### config.mk
export PLATFORM = sky130hd
export DESIGN_NAME = dual_issue_hazard_sb
export DESIGN_NICKNAME = d
export VERILOG_FILES = /design/src/rtl/sb_pkg.sv /design/src/rtl/sb_class_decode.sv /design/src/rtl/sb_busy_counter.sv /design/src/rtl/dual_issue_hazard_sb.sv
export SDC_FILE = /design/constraint.sdc
export NUM_CORES = 1
export LEC_CHECK = 0
export BUFFER_PORTS_ARGS = -buffer_cell sky130_fd_sc_hd__buf_2
export CAP_MARGIN = 0
export CORE_MARGIN = 4
export CORE_UTILIZATION = 57
export DETAILED_ROUTE_END_ITERATION = 7
export MAX_ROUTING_LAYER = met4
export PLACE_DENSITY = 0.79
export SETUP_SLACK_MARGIN = 0.4
export SLEW_MARGIN = 15
export SYNTH_ARGS = -nofsm -noshare
export SYNTH_HDL_FRONTEND = slang
export SYNTH_SLANG_ARGS = --single-unit
### constraint.sdc
create_clock -name clk -period 3.8 [get_ports clk]
set_input_delay 0.76 -clock clk [delete_from_list [all_inputs] [get_ports clk]]
set_output_delay 0.76 -clock clk [all_outputs]
set_load 0.03 [all_outputs]
### src/rtl/sb_pkg.sv
package sb_pkg;
   localparam int CLS_W = 5;
   localparam int NRES  = 11;
   localparam int IDX_W = 2;

   typedef enum logic [CLS_W-1:0] {
      CL_NOP    = 5'd0,
      CL_BARR   = 5'd1,
      CL_IMOV   = 5'd2,
      CL_ALU    = 5'd3,
      CL_BR     = 5'd4,
      CL_STORE  = 5'd5,
      CL_LOAD   = 5'd6,
      CL_XWR    = 5'd7,
      CL_XRD    = 5'd8,
      CL_SHL64  = 5'd9,
      CL_MUL    = 5'd10,
      CL_DIV    = 5'd11,
      CL_DDIV   = 5'd12,
      CL_FPRD   = 5'd13,
      CL_FCMP   = 5'd14,
      CL_FMOVE  = 5'd15,
      CL_FARITH = 5'd16,
      CL_FDIV   = 5'd17,
      CL_FWR    = 5'd18,
      CL_BLK    = 5'd19
   } cls_e;

   localparam int RS_MOV   = 0;
   localparam int RS_BRU   = 1;
   localparam int RS_MWR   = 2;
   localparam int RS_MRD   = 3;
   localparam int RS_XPORT = 4;
   localparam int RS_XMOD  = 5;
   localparam int RS_FCMP  = 6;
   localparam int RS_FPU0  = 7;
   localparam int RS_FPU1  = 8;
   localparam int RS_FPU2  = 9;
   localparam int RS_FPU3  = 10;

   typedef struct packed {
      logic [NRES-1:0]  res;
      logic             alu;
      logic             blk;
      logic [IDX_W-1:0] idx;
   } need_t;
endpackage

### src/rtl/sb_class_decode.sv
module sb_class_decode
   import sb_pkg::*;
#(
   parameter int SHIFT_EXTRA = 1,
   parameter int MUL_EXTRA   = 2,
   parameter int DIV_EXTRA   = 33,
   parameter int DDIV_EXTRA  = 65,
   parameter int FDIV_EXTRA  = 14,
   parameter int CNT_W       = 7
) (
   input  logic [CLS_W-1:0] cls,
   output need_t            need,
   output logic [CNT_W-1:0] xmod_hold,
   output logic [CNT_W-1:0] fdiv_hold
);
   always_comb begin
      need      = '0;
      xmod_hold = '0;
      fdiv_hold = '0;
      case (cls_e'(cls))
         CL_IMOV:   need.res[RS_MOV]  = 1'b1;
         CL_ALU:    need.alu          = 1'b1;
         CL_BR:     need.res[RS_BRU]  = 1'b1;
         CL_STORE:  need.res[RS_MWR]  = 1'b1;
         CL_LOAD:   need.res[RS_MRD]  = 1'b1;
         CL_XWR,
         CL_FPRD:   need.res[RS_XPORT] = 1'b1;
         CL_XRD: begin
            need.res[RS_XPORT] = 1'b1;
            need.res[RS_XMOD]  = 1'b1;
         end
         CL_SHL64: begin
            need.res[RS_XPORT] = 1'b1;
            need.res[RS_XMOD]  = 1'b1;
            xmod_hold = CNT_W'(SHIFT_EXTRA);
         end
         CL_MUL: begin
            need.res[RS_XPORT] = 1'b1;
            need.res[RS_XMOD]  = 1'b1;
            xmod_hold = CNT_W'(MUL_EXTRA);
         end
         CL_DIV: begin
            need.res[RS_XPORT] = 1'b1;
            need.res[RS_XMOD]  = 1'b1;
            xmod_hold = CNT_W'(DIV_EXTRA);
         end
         CL_DDIV: begin
            need.res[RS_XPORT] = 1'b1;
            need.res[RS_XMOD]  = 1'b1;
            xmod_hold = CNT_W'(DDIV_EXTRA);
         end
         CL_FCMP:   need.res[RS_FCMP] = 1'b1;
         CL_FMOVE: begin
            need.res[RS_FPU0] = 1'b1;
            need.idx = IDX_W'(0);
         end
         CL_FARITH: begin
            need.res[RS_FPU1] = 1'b1;
            need.idx = IDX_W'(1);
         end
         CL_FDIV: begin
            need.res[RS_FPU2] = 1'b1;
            need.idx = IDX_W'(2);
            fdiv_hold = CNT_W'(FDIV_EXTRA);
         end
         CL_FWR: begin
            need.res[RS_FPU3] = 1'b1;
            need.idx = IDX_W'(3);
         end
         CL_BLK:    need.blk = 1'b1;
         default:   need = '0;
      endcase
   end
endmodule

### src/rtl/sb_busy_counter.sv
module sb_busy_counter #(
   parameter int CNT_W = 7
) (
   input  logic             clk,
   input  logic             rst,
   input  logic             load,
   input  logic [CNT_W-1:0] load_val,
   output logic             busy
);
   logic [CNT_W-1:0] cnt;

   always_ff @(posedge clk) begin
      if (rst)               cnt <= '0;
      else if (load)         cnt <= load_val;
      else if (cnt != '0)    cnt <= cnt - 1'b1;
   end

   assign busy = (cnt != '0);

   p_load_free_r6: assert property (@(posedge clk) disable iff (rst)
      load |-> !busy);
   p_idle_stays_r1: assert property (@(posedge clk) disable iff (rst)
      (!busy && !load) |=> !busy);
   p_count_down_r6: assert property (@(posedge clk) disable iff (rst)
      (busy && !load) |=> (cnt == $past(cnt) - 1'b1));
endmodule

### src/rtl/dual_issue_hazard_sb.sv
module dual_issue_hazard_sb
   import sb_pkg::*;
#(
   parameter int ALU_COUNT   = 2,
   parameter int SHIFT_EXTRA = 1,
   parameter int MUL_EXTRA   = 2,
   parameter int DIV_EXTRA   = 33,
   parameter int DDIV_EXTRA  = 65,
   parameter int FDIV_EXTRA  = 14,
   parameter int BLK_CYCLES  = 16
) (
   input  logic             clk,
   input  logic             rst,
   input  logic             valid0,
   input  logic [4:0]       cls0,
   input  logic             valid1,
   input  logic [4:0]       cls1,
   output logic             issue0,
   output logic             issue1,
   output logic [1:0]       unit0,
   output logic [1:0]       unit1,
   output logic             stall
);
   localparam int M1      = (DDIV_EXTRA > DIV_EXTRA) ? DDIV_EXTRA : DIV_EXTRA;
   localparam int M2      = (M1 > FDIV_EXTRA) ? M1 : FDIV_EXTRA;
   localparam int MAXHOLD = (M2 > BLK_CYCLES) ? M2 : BLK_CYCLES;
   localparam int CNT_W   = $clog2(MAXHOLD + 1);

   generate
      if (ALU_COUNT < 1 || ALU_COUNT > 2) begin : g_bad_alu
         $error("ALU_COUNT must be 1 or 2");
      end
      if (BLK_CYCLES < 2) begin : g_bad_blk
         $error("BLK_CYCLES must be at least 2");
      end
      if (SHIFT_EXTRA < 0 || MUL_EXTRA < 0 || DIV_EXTRA < 0 ||
          DDIV_EXTRA < 0 || FDIV_EXTRA < 0) begin : g_bad_hold
         $error("hold lengths must be non-negative");
      end
   endgenerate

   logic [CLS_W-1:0] cls_a [2];
   need_t            need  [2];
   logic [CNT_W-1:0] xh    [2];
   logic [CNT_W-1:0] fh    [2];

   assign cls_a[0] = cls0;
   assign cls_a[1] = cls1;

   for (genvar s = 0; s < 2; s++) begin : g_dec
      sb_class_decode #(
         .SHIFT_EXTRA(SHIFT_EXTRA), .MUL_EXTRA(MUL_EXTRA),
         .DIV_EXTRA(DIV_EXTRA), .DDIV_EXTRA(DDIV_EXTRA),
         .FDIV_EXTRA(FDIV_EXTRA), .CNT_W(CNT_W)
      ) u_dec (
         .cls(cls_a[s]), .need(need[s]), .xmod_hold(xh[s]), .fdiv_hold(fh[s])
      );
   end

   logic xmod_busy, fdiv_busy, blk_busy;
   logic alu_pair_ok;

   generate
      if (ALU_COUNT >= 2) begin : g_two_alu
         assign alu_pair_ok = 1'b1;
      end else begin : g_one_alu
         assign alu_pair_ok = 1'b0;
      end
   endgenerate

   logic unit_free0, unit_free1, pair_ok;

   assign unit_free0 = !(need[0].res[RS_XMOD] && xmod_busy) &&
                       !(need[0].res[RS_FPU2] && fdiv_busy);
   assign unit_free1 = !(need[1].res[RS_XMOD] && xmod_busy) &&
                       !(need[1].res[RS_FPU2] && fdiv_busy);
   assign pair_ok    = ((need[0].res & need[1].res) == '0) &&
                       !need[0].blk && !need[1].blk &&
                       !(need[0].alu && need[1].alu && !alu_pair_ok);

   assign issue0 = valid0 && !blk_busy && unit_free0;
   assign issue1 = valid1 && issue0 && unit_free1 && pair_ok;
   assign stall  = (valid0 && !issue0) || (valid1 && !issue1);

   assign unit0 = issue0 ? need[0].idx : '0;
   assign unit1 = !issue1                       ? '0 :
                  (need[0].alu && need[1].alu)  ? IDX_W'(1) : need[1].idx;

   logic             xmod_ld, fdiv_ld, blk_ld;
   logic [CNT_W-1:0] xmod_val, fdiv_val;

   assign xmod_ld  = (issue0 && need[0].res[RS_XMOD]) || (issue1 && need[1].res[RS_XMOD]);
   assign xmod_val = (issue0 && need[0].res[RS_XMOD]) ? xh[0] : xh[1];
   assign fdiv_ld  = (issue0 && need[0].res[RS_FPU2]) || (issue1 && need[1].res[RS_FPU2]);
   assign fdiv_val = (issue0 && need[0].res[RS_FPU2]) ? fh[0] : fh[1];
   assign blk_ld   = issue0 && need[0].blk;

   sb_busy_counter #(.CNT_W(CNT_W)) u_xmod (
      .clk(clk), .rst(rst), .load(xmod_ld), .load_val(xmod_val), .busy(xmod_busy));
   sb_busy_counter #(.CNT_W(CNT_W)) u_fdiv (
      .clk(clk), .rst(rst), .load(fdiv_ld), .load_val(fdiv_val), .busy(fdiv_busy));
   sb_busy_counter #(.CNT_W(CNT_W)) u_blk (
      .clk(clk), .rst(rst), .load(blk_ld), .load_val(CNT_W'(BLK_CYCLES - 1)),
      .busy(blk_busy));

   p_in_order_r2: assert property (@(posedge clk) disable iff (rst)
      issue1 |-> (issue0 && valid1));
   p_alu_split_r3: assert property (@(posedge clk) disable iff (rst)
      (issue1 && need[0].alu && need[1].alu) |-> (unit0 != unit1));
   p_no_shared_unit_r4: assert property (@(posedge clk) disable iff (rst)
      (issue0 && issue1) |-> ((need[0].res & need[1].res) == '0));
   p_xmod_hold_r6: assert property (@(posedge clk) disable iff (rst)
      (issue0 && cls_e'(cls0) == CL_MUL) |=> !(issue0 && need[0].res[RS_XMOD]));
   p_fdiv_hold_r7: assert property (@(posedge clk) disable iff (rst)
      (issue0 && cls_e'(cls0) == CL_FDIV) |=> !(issue0 && need[0].res[RS_FPU2]));
   p_blk_alone_r8: assert property (@(posedge clk) disable iff (rst)
      (issue0 && need[0].blk) |-> !issue1);
   p_blk_hold_r8: assert property (@(posedge clk) disable iff (rst)
      (issue0 && need[0].blk) |=> (!issue0 && !issue1));
   p_stall_r9: assert property (@(posedge clk) disable iff (rst)
      (valid0 && !issue0) |-> stall);
endmodule

Word-level counts from Yosys, hierarchy flattened
Cells that the tools add are included.

Add/subtract/negate cells: 3. Equal/unequal tests: 36. Multiplexer cells: 43. Bitwise operators: 1. Reductions and logical operators: 45.

Operator list (count): 5-bit by 4-bit == test with 1-bit output (second input constant) (16); 7-bit one-hot mux with 4 select lines (2); 7-bit two-way mux (6); 5-bit by 3-bit == test with 1-bit output (second input constant) (8); 5-bit == test (second input constant) (8); 1-bit two-way mux (26); 1-bit logical AND (21); 7-bit nonzero test (3); 7-bit by 1-bit subtractor with 7-bit output (second input constant) (3); 5-bit by 2-bit == test with 1-bit output (second input constant) (4); 4-bit two-way mux (4); 7-bit OR reduction (2); 2-bit one-hot mux with 3 select lines (2); 11-bit bitwise AND (1); 11-bit logical NOT (1); 5-bit OR reduction (2); 1-bit logical NOT (9); 2-bit two-way mux (3); 2-bit nonzero test (3); 1-bit logical OR (3); 2-bit OR reduction (1).

Register bits: 21. Input bits: 14.

Longest topological paths before layout
Gate-level depths: netlist of run 1.

Depth in word-level cells: 13. Mapped depth: 9. Depth with buffers taken out: 8.

Hierarchy
A second synthesis of run 1 with hierarchy kept.

Cells, all modules: 310. Area, all modules: 2408.6 um^2.

Modules (own cells, without submodules): sb_busy_counter (instances 3, cells each 54, area an instance 464.2 um^2, sequential area each 140.1 um^2); sb_class_decode (instances 2, cells each 50, area an instance 335.3 um^2, sequential area each 0.0 um^2); dual_issue_hazard_sb (instances 1, cells each 48, area an instance 345.3 um^2, sequential area each 0.0 um^2).

Worst setup path after synthesis of run 1
OpenSTA, ideal clock, no wires.

Path type: input-to-output. Start: in cls1[0]. End: out unit1[1]. Data arrival time: 2.636 ns. Data required time: 3.040 ns. Setup slack: 0.404 ns. Stages on the path: 7. Cells stage by stage: buf_2 > and3b_1 > nor2b_1 > a211o_1 > or3_4 > nand2b_4 > nor4_2.

Longest elaborated chain between the ends: 9. Elaborated cells between the ends (all ways): 49.

RTL lines: start, declared (RTL line dual_issue_hazard_sb.sv:17) `input logic [4:0] cls1,`; 5-bit by 3-bit == test with 1-bit output or 5-bit by 4-bit == test with 1-bit output (tied branches) (RTL line sb_class_decode.sv:20) `case (cls_e'(cls))`; 7-bit OR reduction (no source line) or 5-bit OR reduction (tied branches); 1-bit two-way mux (RTL line sb_class_decode.sv:20); 11-bit bitwise AND or 1-bit logical AND (tied branches) (RTL line dual_issue_hazard_sb.sv:77, dual_issue_hazard_sb.sv:75); 11-bit logical NOT or 1-bit logical NOT (tied branches) (RTL line dual_issue_hazard_sb.sv:77, dual_issue_hazard_sb.sv:75); 1-bit logical AND (on tied branches) (RTL line dual_issue_hazard_sb.sv:77, dual_issue_hazard_sb.sv:75); 1-bit logical AND (on tied branches) (RTL line dual_issue_hazard_sb.sv:78, dual_issue_hazard_sb.sv:82); 1-bit logical AND (RTL line dual_issue_hazard_sb.sv:82) `assign issue1 = valid1 && issue0 && unit_free1 && pair_ok;`; 2-bit two-way mux (*) (RTL line dual_issue_hazard_sb.sv:86) `assign unit1 = !issue1 ? '0 :`; end, declared (RTL line dual_issue_hazard_sb.sv:21) `output logic [1:0] unit1,`.

Mark *: on every way between the ends. The rest lies on a longest branch, timed or not.

Worst setup path after layout of run 1
Start: reg u_xmod.cnt[0]. End: out stall.

Longest elaborated chain between the ends: 11. Elaborated cells between the ends (all ways): 16.

RTL lines: start, declared (RTL line sb_busy_counter.sv:10) `logic [CNT_W-1:0] cnt;`; start signal, assigned (RTL line sb_busy_counter.sv:14) `else if (load) cnt <= load_val;`; start signal, assigned (RTL line sb_busy_counter.sv:15) `else if (cnt != '0) cnt <= cnt - 1'b1;`; 7-bit nonzero test (*) (RTL line sb_busy_counter.sv:18) `assign busy = (cnt != '0);`; 1-bit logical AND (RTL line dual_issue_hazard_sb.sv:73) `assign unit_free0 = !(need[0].res[RS_XMOD] && xmod_busy) &&`; 1-bit logical NOT (RTL line dual_issue_hazard_sb.sv:73); 1-bit logical AND (RTL line dual_issue_hazard_sb.sv:73); 1-bit logical AND (RTL line dual_issue_hazard_sb.sv:81) `assign issue0 = valid0 && !blk_busy && unit_free0;`; 1-bit logical AND (3 in a row) (RTL line dual_issue_hazard_sb.sv:82); 1-bit logical NOT; 1-bit logical AND (RTL line dual_issue_hazard_sb.sv:83) `assign stall = (valid0 && !issue0) || (valid1 && !issue1);`; 1-bit logical OR (*) (RTL line dual_issue_hazard_sb.sv:83); end, declared (RTL line dual_issue_hazard_sb.sv:22) `output logic stall`.

Marked as above.

==> metrics.yaml, run 1 <==
diodes: 0
grt_pass1_vias: 1541
cts_max_path_buffers: 2
cap_violations: 0
final-hold-violation-count: 0
first_iter_violations: 86
hold_path_depth: 2
placedInstanceArea_sq_mm: 0.001697
worstPathRequired_ps: 3040
syn_inst: 205
drt_wl_total_um: 3944
cp_num_cells: 9
core_sq_mm: 0.002567
synth_nets: 222
final_cells: 259
hold_slack_ps: 470.3
fin_crit_ps: 3455
setup_violations: 0
fmaxAchievable_ghz: 0.2894
start_util_pct: 62.38
path_cells: "inv_2 > ha_4 > or4b_4 > o211ai_4 > o2111ai_2 > or3_4 > nand2b_4 > a22o_1 > buf_6"
synth_area_sq_mm: 0.001602
min_from: "u_blk.cnt[6]"
area_growth_pct: 14.92
synth_ff_type: "dfxtp_1"
r2r_start: "u_xmod.cnt[0]"
final_core_util_pct: 71.69
hold_path.class: "reg -> reg"
cts_buffers: 3
clk-insertion-delay-late_ps: 310
final_nets: 247
clock_sinks: 21
tns_ps: 0
fin_skew_ps: 7.574
dr.pass1.iters: 4
cp.arrival_ps: 2690
rsz0062_at_grt: "true"
dieHeight_um: 61.01
vias: 1616
clkSlewWorstSetupHoldPaths_ps: 120
async_flop_share_pct: 0
critPathTopFamily: "simple AND/OR/NAND/NOR gates"
ys_ff_latch: 21
drive_gt1_share_pct: 24.02
io_pins: 21
cp_max_fo: 4
post_drt_wl_per_cell_um: 15.23
grt_pass1_wl_um: 6727
yosys_warnings: 0
status: "complete, no violations"
regToRegSetupSlack_ps: 1290
cts_tree: "built"
finalCritPeriodShare_pct: 90.92
syn_area_per_cell_sq_um: 7.812
cp-start-kind: "flip-flop"
cts-root-buf: "clkbuf_4"
synth-edff-count: 0
die_width_um: 61.01
n_fill_cell: 224
io_buffers: 20
crit_path_top_delay_cell: "or4b_4"
fp-row-count: 18
die_area_sq_mm: 0.003722
p_leak_uw: 0.0007452
h-tree-depth: 1
gp_congestion: 0.9155
grt_max_degree: 21
antenna_found_initial: 0
r2r-end: "u_xmod.cnt[1]"
critPathCaptureType: "output port"
dp_cells: 246
overflow: 0
ir_worst_vdd_v: 0.0005661
p_per_area_mw_per_mm2: 657.9
grt_util_all_layers_pct: 24.66
drc: 0
worst_slew_pin_slew_ps: 575.6
worstHoldEndpoint: "u_blk.cnt[6]"
slew_viol_final: 0
holdBufCountCts: 0
final_area_sq_mm: 0.001841
max_stage_delay_ps: 500
drtAntennaViolNets: 0
r2r_cells: 10
ys_types: 53
maxSlewHeadroom_pct: 61.30
crit_type: "reg -> out"
yosysSeqAreaShare_pct: 26.25
dp_hpwl_um: 2829
viasPerCell: 6.239
cp_num_buf_inv: 2
-- registers in the layout (all words and copies together) (netlist names) --
| signal | flops |
|---|---|
| u_blk.cnt | 7 |
| u_fdiv.cnt | 7 |
| u_xmod.cnt | 7 |
-- synthesized netlist by cell type (3+ instances only) --
master     count  area, sq um
dfxtp_1       21        420.4
nor2_1        21        78.83
nand2_1       18        67.56
inv_1         11        41.29
nor3_1        11        55.05
a21oi_1        9        45.04
xnor2_1        9        78.83
a31oi_1        7        43.79
nand2b_1       7        43.79
nand3_1        7        35.03
nor2b_1        5        31.28
o21ai_0        5        25.02
xor2_1         5        43.79
buf_2          4        20.02
clkbuf_1       4        15.01
nand4_1        4        25.02
nor4_1         4        25.02
o31ai_1        4        30.03
ha_1           3        37.54
o2111ai_1      3        26.28
o41ai_1        3        26.28
or2_2          3        18.77
or3_1          3        18.77
-- worst min-delay path: cells and delay by family, from the launching register on --
| kind | cells | cell delay, ps |
|---|---|---|
| flops | 1 | 330 |
| simple gates | 1 | 50 |
| compound gates | 1 | 60 |
-- metal layers --
layer	share of wire, %	up-vias	GRT usage, %
met2	45	60	39.24
met5	0	-	-
li1	-	789	-
met1	46	757	30.95
met3	6.4	10	4.468
met4	2.3	0	9.288
-- what timing repair did --
item                                    in CTS  in global routing
pin swaps                                    5                  5
resized for setup                           11                  6
setup buffers                                6                  3
endpoints found under the setup margin       4                  5
cloned                                       0                  0
-- final cells by class --
cell class / instances / area [sq um] / area share (%)
well taps: 30 / 37.54 / 2.039
repair buffers: 30 / 188.9 / 10.27
inverters: 11 / 41.29 / 2.243
clock buffers: 3 / 22.52 / 1.224
clock inverters: 1 / 5.005 / 0.2719
flip-flops and latches: 21 / 422.9 / 22.98
multi-input cells: 163 / 1122 / 60.98
-- logic make-up (layout without fill, tap and decap cells) --
family / Yosys count / count (layout) / synth area share, %
buffers and inverters: 21 / 45 / 5.703
flip-flops: 21 / 21 / 26.25
XOR/XNOR: 14 / 14 / 7.656
AND/OR/NAND/NOR: 99 / 99 / 35.47
adder cells (fa/ha/maj): 3 / 3 / 2.344
AO/OA/AOI/OAI: 44 / 44 / 20.63
multiplexers: 3 / 3 / 1.953
-- worst max path at each step --
stage,startpoint,end
4_1_cts,u_xmod.cnt[1],stall
5_1_grt,u_xmod.cnt[0],stall
2_1_floorplan,cls1[0],unit1[1]
3_3_place_gp,cls1[2],unit1[1]
3_5_place_dp,u_xmod.cnt[0],unit1[1]
6_report,u_xmod.cnt[0],stall
-- stage by stage --
step / setup slack (ps) / power (uW)
floorplan: 403.8 / 884.3
global placement: 496.1 / 966.4
detailed placement: 435.1 / 997.2
CTS: 401.4 / 1168
global route: 288.1 / 1317
finish: 345.1 / 1211
-- power breakdown --
part	total [uW]	internal (uW)	switching (uW)
logic	739	357	381
clock network	107	39.3	67.7
registers	365	299	66.4
total	1210	696	515
-- placed cells by master, fill, tap and decap left out, types with 3 or more instances in the layout --
cell type,count
nand4_1,4
or2_2,3
nor2_1,21
or3_1,3
inv_1,9
o31ai_1,4
clkbuf_4,4
buf_2,16
xnor2_1,9
nor3_1,11
a31oi_1,7
xor2_1,5
a21oi_1,9
nand3_1,7
nor4_1,4
nand2_1,18
nor2b_1,5
o41ai_1,3
o21ai_0,5
buf_4,12
dfxtp_1,19
nand2b_1,7
No activity file was read; power rests on OpenSTA's default activity.
==> run 2, diff against run 1 <==
--- a/config.mk
+++ b/config.mk
@@ -8,12 +8,14 @@
 export BUFFER_PORTS_ARGS = -buffer_cell sky130_fd_sc_hd__buf_2
 export CAP_MARGIN = 0
 export CORE_MARGIN = 4
-export CORE_UTILIZATION = 57
+export CORE_UTILIZATION = 61
 export DETAILED_ROUTE_END_ITERATION = 7
 export MAX_ROUTING_LAYER = met4
-export PLACE_DENSITY = 0.79
+export PLACE_DENSITY = 0.81
+export RECOVER_POWER = 50
 export SETUP_SLACK_MARGIN = 0.4
 export SLEW_MARGIN = 15
 export SYNTH_ARGS = -nofsm -noshare
 export SYNTH_HDL_FRONTEND = slang
+export SYNTH_HIERARCHICAL = 1
 export SYNTH_SLANG_ARGS = --single-unit
==> run 2 against run 1 <==
Count of clock-buffer cells in the layout grew 1. Non-clock buffer count shrank 6. Critical path depth is 1 lower. Total power up 24%. Worst hold slack gained 75 ps. Largest cell class unchanged. Highest routed layer unchanged.
==> metrics.yaml, run 2 <==
synth_top_area_share_pct: 17.45
clock_sinks: 21
post_drt_wl_per_cell_um: 13.15
yosys_warnings: 6
fin_crit_ps: 3411
cts_tree: "built"
fmaxAchievable_ghz: 0.2932
fp-row-count: 22
setup_ws_ps: 389.0
die_width_um: 70.84
drc: 0
cp.arrival_ps: 2650
ys_top_cells_by_count: "29 x nor2_1, 28 x nand2_1, 21 x dfxtp_1"
path_cells: "nor4_2 > nand2_1 > a22oi_1 > nand3_1 > or4_1 > inv_2 > and3_2 > buf_4"
cap_violations: 0
clkSlewWorstSetupHoldPaths_ps: 80
fin_skew_ps: 2.269
maxSlewHeadroom_pct: 54.83
first_iter_violations: 101
synth_area_sq_mm: 0.002409
synth_simple_gate_area_share_pct: 33.61
min_from: "u_blk/cnt[6]"
async_flop_share_pct: 0
hold_path.class: "reg -> reg"
diodes: 0
synth_area_leaders: "dfxtp_1 17%, mux2_2 6.5%, buf_4 6.2%"
cp_max_fo: 6
biggestRegsByFlops: "u_blk/cnt x7, u_fdiv/cnt x7, u_xmod/cnt x7"
synth_top_family_by_area: "simple AND/OR/NAND/NOR gates"
io_pins: 21
viasPerCell: 5.706
drive_gt1_share_pct: 25.71
ir_worst_vdd_v: 0.0003742
pre_cts_ws_ps: 333.0
r2r-end: "u_xmod/cnt[5]"
post_cts_buffers: 0
synth_top_area_cell: "dfxtp_1"
synth_compound_area_share_pct: 22.44
grt_max_degree: 37
cp-start-kind: "flip-flop"
synth_fa_ha_area_share_pct: 3.117
syn_area_per_cell_sq_um: 7.770
regToRegSetupSlack_ps: 500
finalCritPeriodShare_pct: 89.76
drtAntennaViolNets: 0
cts-root-buf: "clkbuf_8"
yosysSeqAreaShare_pct: 17.45
ys_types: 48
dp_cells: 363
clk-insertion-delay-late_ps: 260
final_cell_mix: "30 x nor2_1, 27 x nand2_1, 21 x conb_1, 21 x dfxtp_1, 16 x buf_2"
r2r_start: "u_fdiv/cnt[2]"
worst_slew_pin_slew_ps: 677.5
drt_wl_total_um: 4827
final_cells: 367
critPathCaptureType: "output port"
max_stage_delay_ps: 480
overflow: 0
n_fill_cell: 332
vias: 2094
syn_inst: 310
p_per_area_mw_per_mm2: 605.9
ys_ff_latch: 21
synth_ff_type: "dfxtp_1"
area_growth_pct: 2.753
critPathTopFamily: "simple AND/OR/NAND/NOR gates"
rsz0062_at_grt: "false"
dr.pass1.iters: 4
slew_viol_final: 0
h-tree-depth: 1
setup_violations: 0
io_buffers: 20
crit_path_top_delay_cell: "or4_1"
dieHeight_um: 70.84
grt_pass1_vias: 1924
synth_xor_area_share_pct: 2.182
dp_hpwl_um: 3658
final_nets: 340
crit_type: "reg -> out"
antenna_found_initial: 0
worstPathRequired_ps: 3040
cts_buffers: 3
cts_max_path_buffers: 2
regArea_sq_um: 420.4
status: "complete, no violations"
worstHoldEndpoint: "u_blk/cnt[6]"
r2r_cells: 10
grt_pass1_wl_um: 8459
core_sq_mm: 0.003744
grt_util_all_layers_pct: 20.46
hold_path_depth: 2
yosys-mux-area-fraction_pct: 7.792
multiInputGateArea_sq_mm: 0.001757
die_area_sq_mm: 0.005018
gp_congestion: 0.9013
tns_ps: 0
p_leak_uw: 0.0009408
yosysMostFrequentCell: "nor2_1"
start_util_pct: 64.34
layout_commonest_cell: "nor2_1"
cp_num_buf_inv: 2
crit_path_start: "u_fdiv/cnt[2]"
synth-edff-count: 0
final-hold-violation-count: 0
run 2: cell count changes in the layout (fill, tap and decap cells not counted), sizes merged, moves of 6 or more:
cell,previous run,this run
buf,29,20
conb,0,21
or3b,0,8
o221ai,0,6
mux2,1,14
o21ai,5,15
nand2,18,28
nor2,21,35
run 2: worst min-delay path, stage by stage (launching register included):
cell,delay [ps]
dfxtp_1,340
o21ai_1,100
a221oi_2,60
run 2: layout make-up:
class	count	area share (%)
Multi-Input combinational cell	254	70.98
Inverter	16	2.427
Timing Repair Buffer	24	5.359
Tap cell	48	2.427
Clock buffer	4	1.820
Sequential cell	21	16.99
run 2: repair_timing:
action / 4_1_cts / 5_1_grt
setup endpoints to repair: 1 / 4
hold buffers: 0 / 0
pin swaps: 0 / 4
gates resized for setup: 4 / 9
run 2: power by group:
part | switching [uW] | total [uW] | internal [uW]
clock | 72.0 | 147 | 74.6
combinational | 502 | 925 | 423
sequential | 111 | 429 | 318
total | 685 | 1500 | 815
run 2: logic make-up after synthesis:
| family | Yosys count |
|---|---|
| flops | 21 |
| buf+inv | 52 |
| other cells | 4 |
| fa+ha+maj | 6 |
| xor+xnor | 6 |
| simple gates | 138 |
| mux | 17 |
| compound gates | 66 |
run 2: how the worst max path moves through the flow:
stage / end / cells past startpoint
floorplan: unit1[1] / 9
global placement: unit1[1] / 9
detailed placement: unit1[1] / 9
CTS: unit1[1] / 9
global route: unit1[1] / 9
finish: unit1[1] / 8
run 2: through the flow:
step | hold slack, ps | total power [uW] | instance area (sq um) | util, %
floorplan | 500.0 | 1199 | 2474 | -
CTS | 534.9 | 1508 | 2494 | 66.61
detailed placement | 526.1 | 1354 | 2429 | 64.87
global route | 586.1 | 1639 | 2475 | 66.11
finish | 545.5 | 1500 | 2475 | 66.11
global placement | 520.2 | 1324 | 2429 | 64.87
run 2: per-layer routing:
| metal | vias up | track usage, % | routed length (um) |
|---|---|---|---|
| met5 | - | - | 0 |
| met2 | 46 | 33.37 | 2298 |
| met4 | 0 | 3.967 | 40 |
| met1 | 955 | 26.64 | 2226 |
| met3 | 6 | 3.693 | 261 |
| li1 | 1087 | - | - |
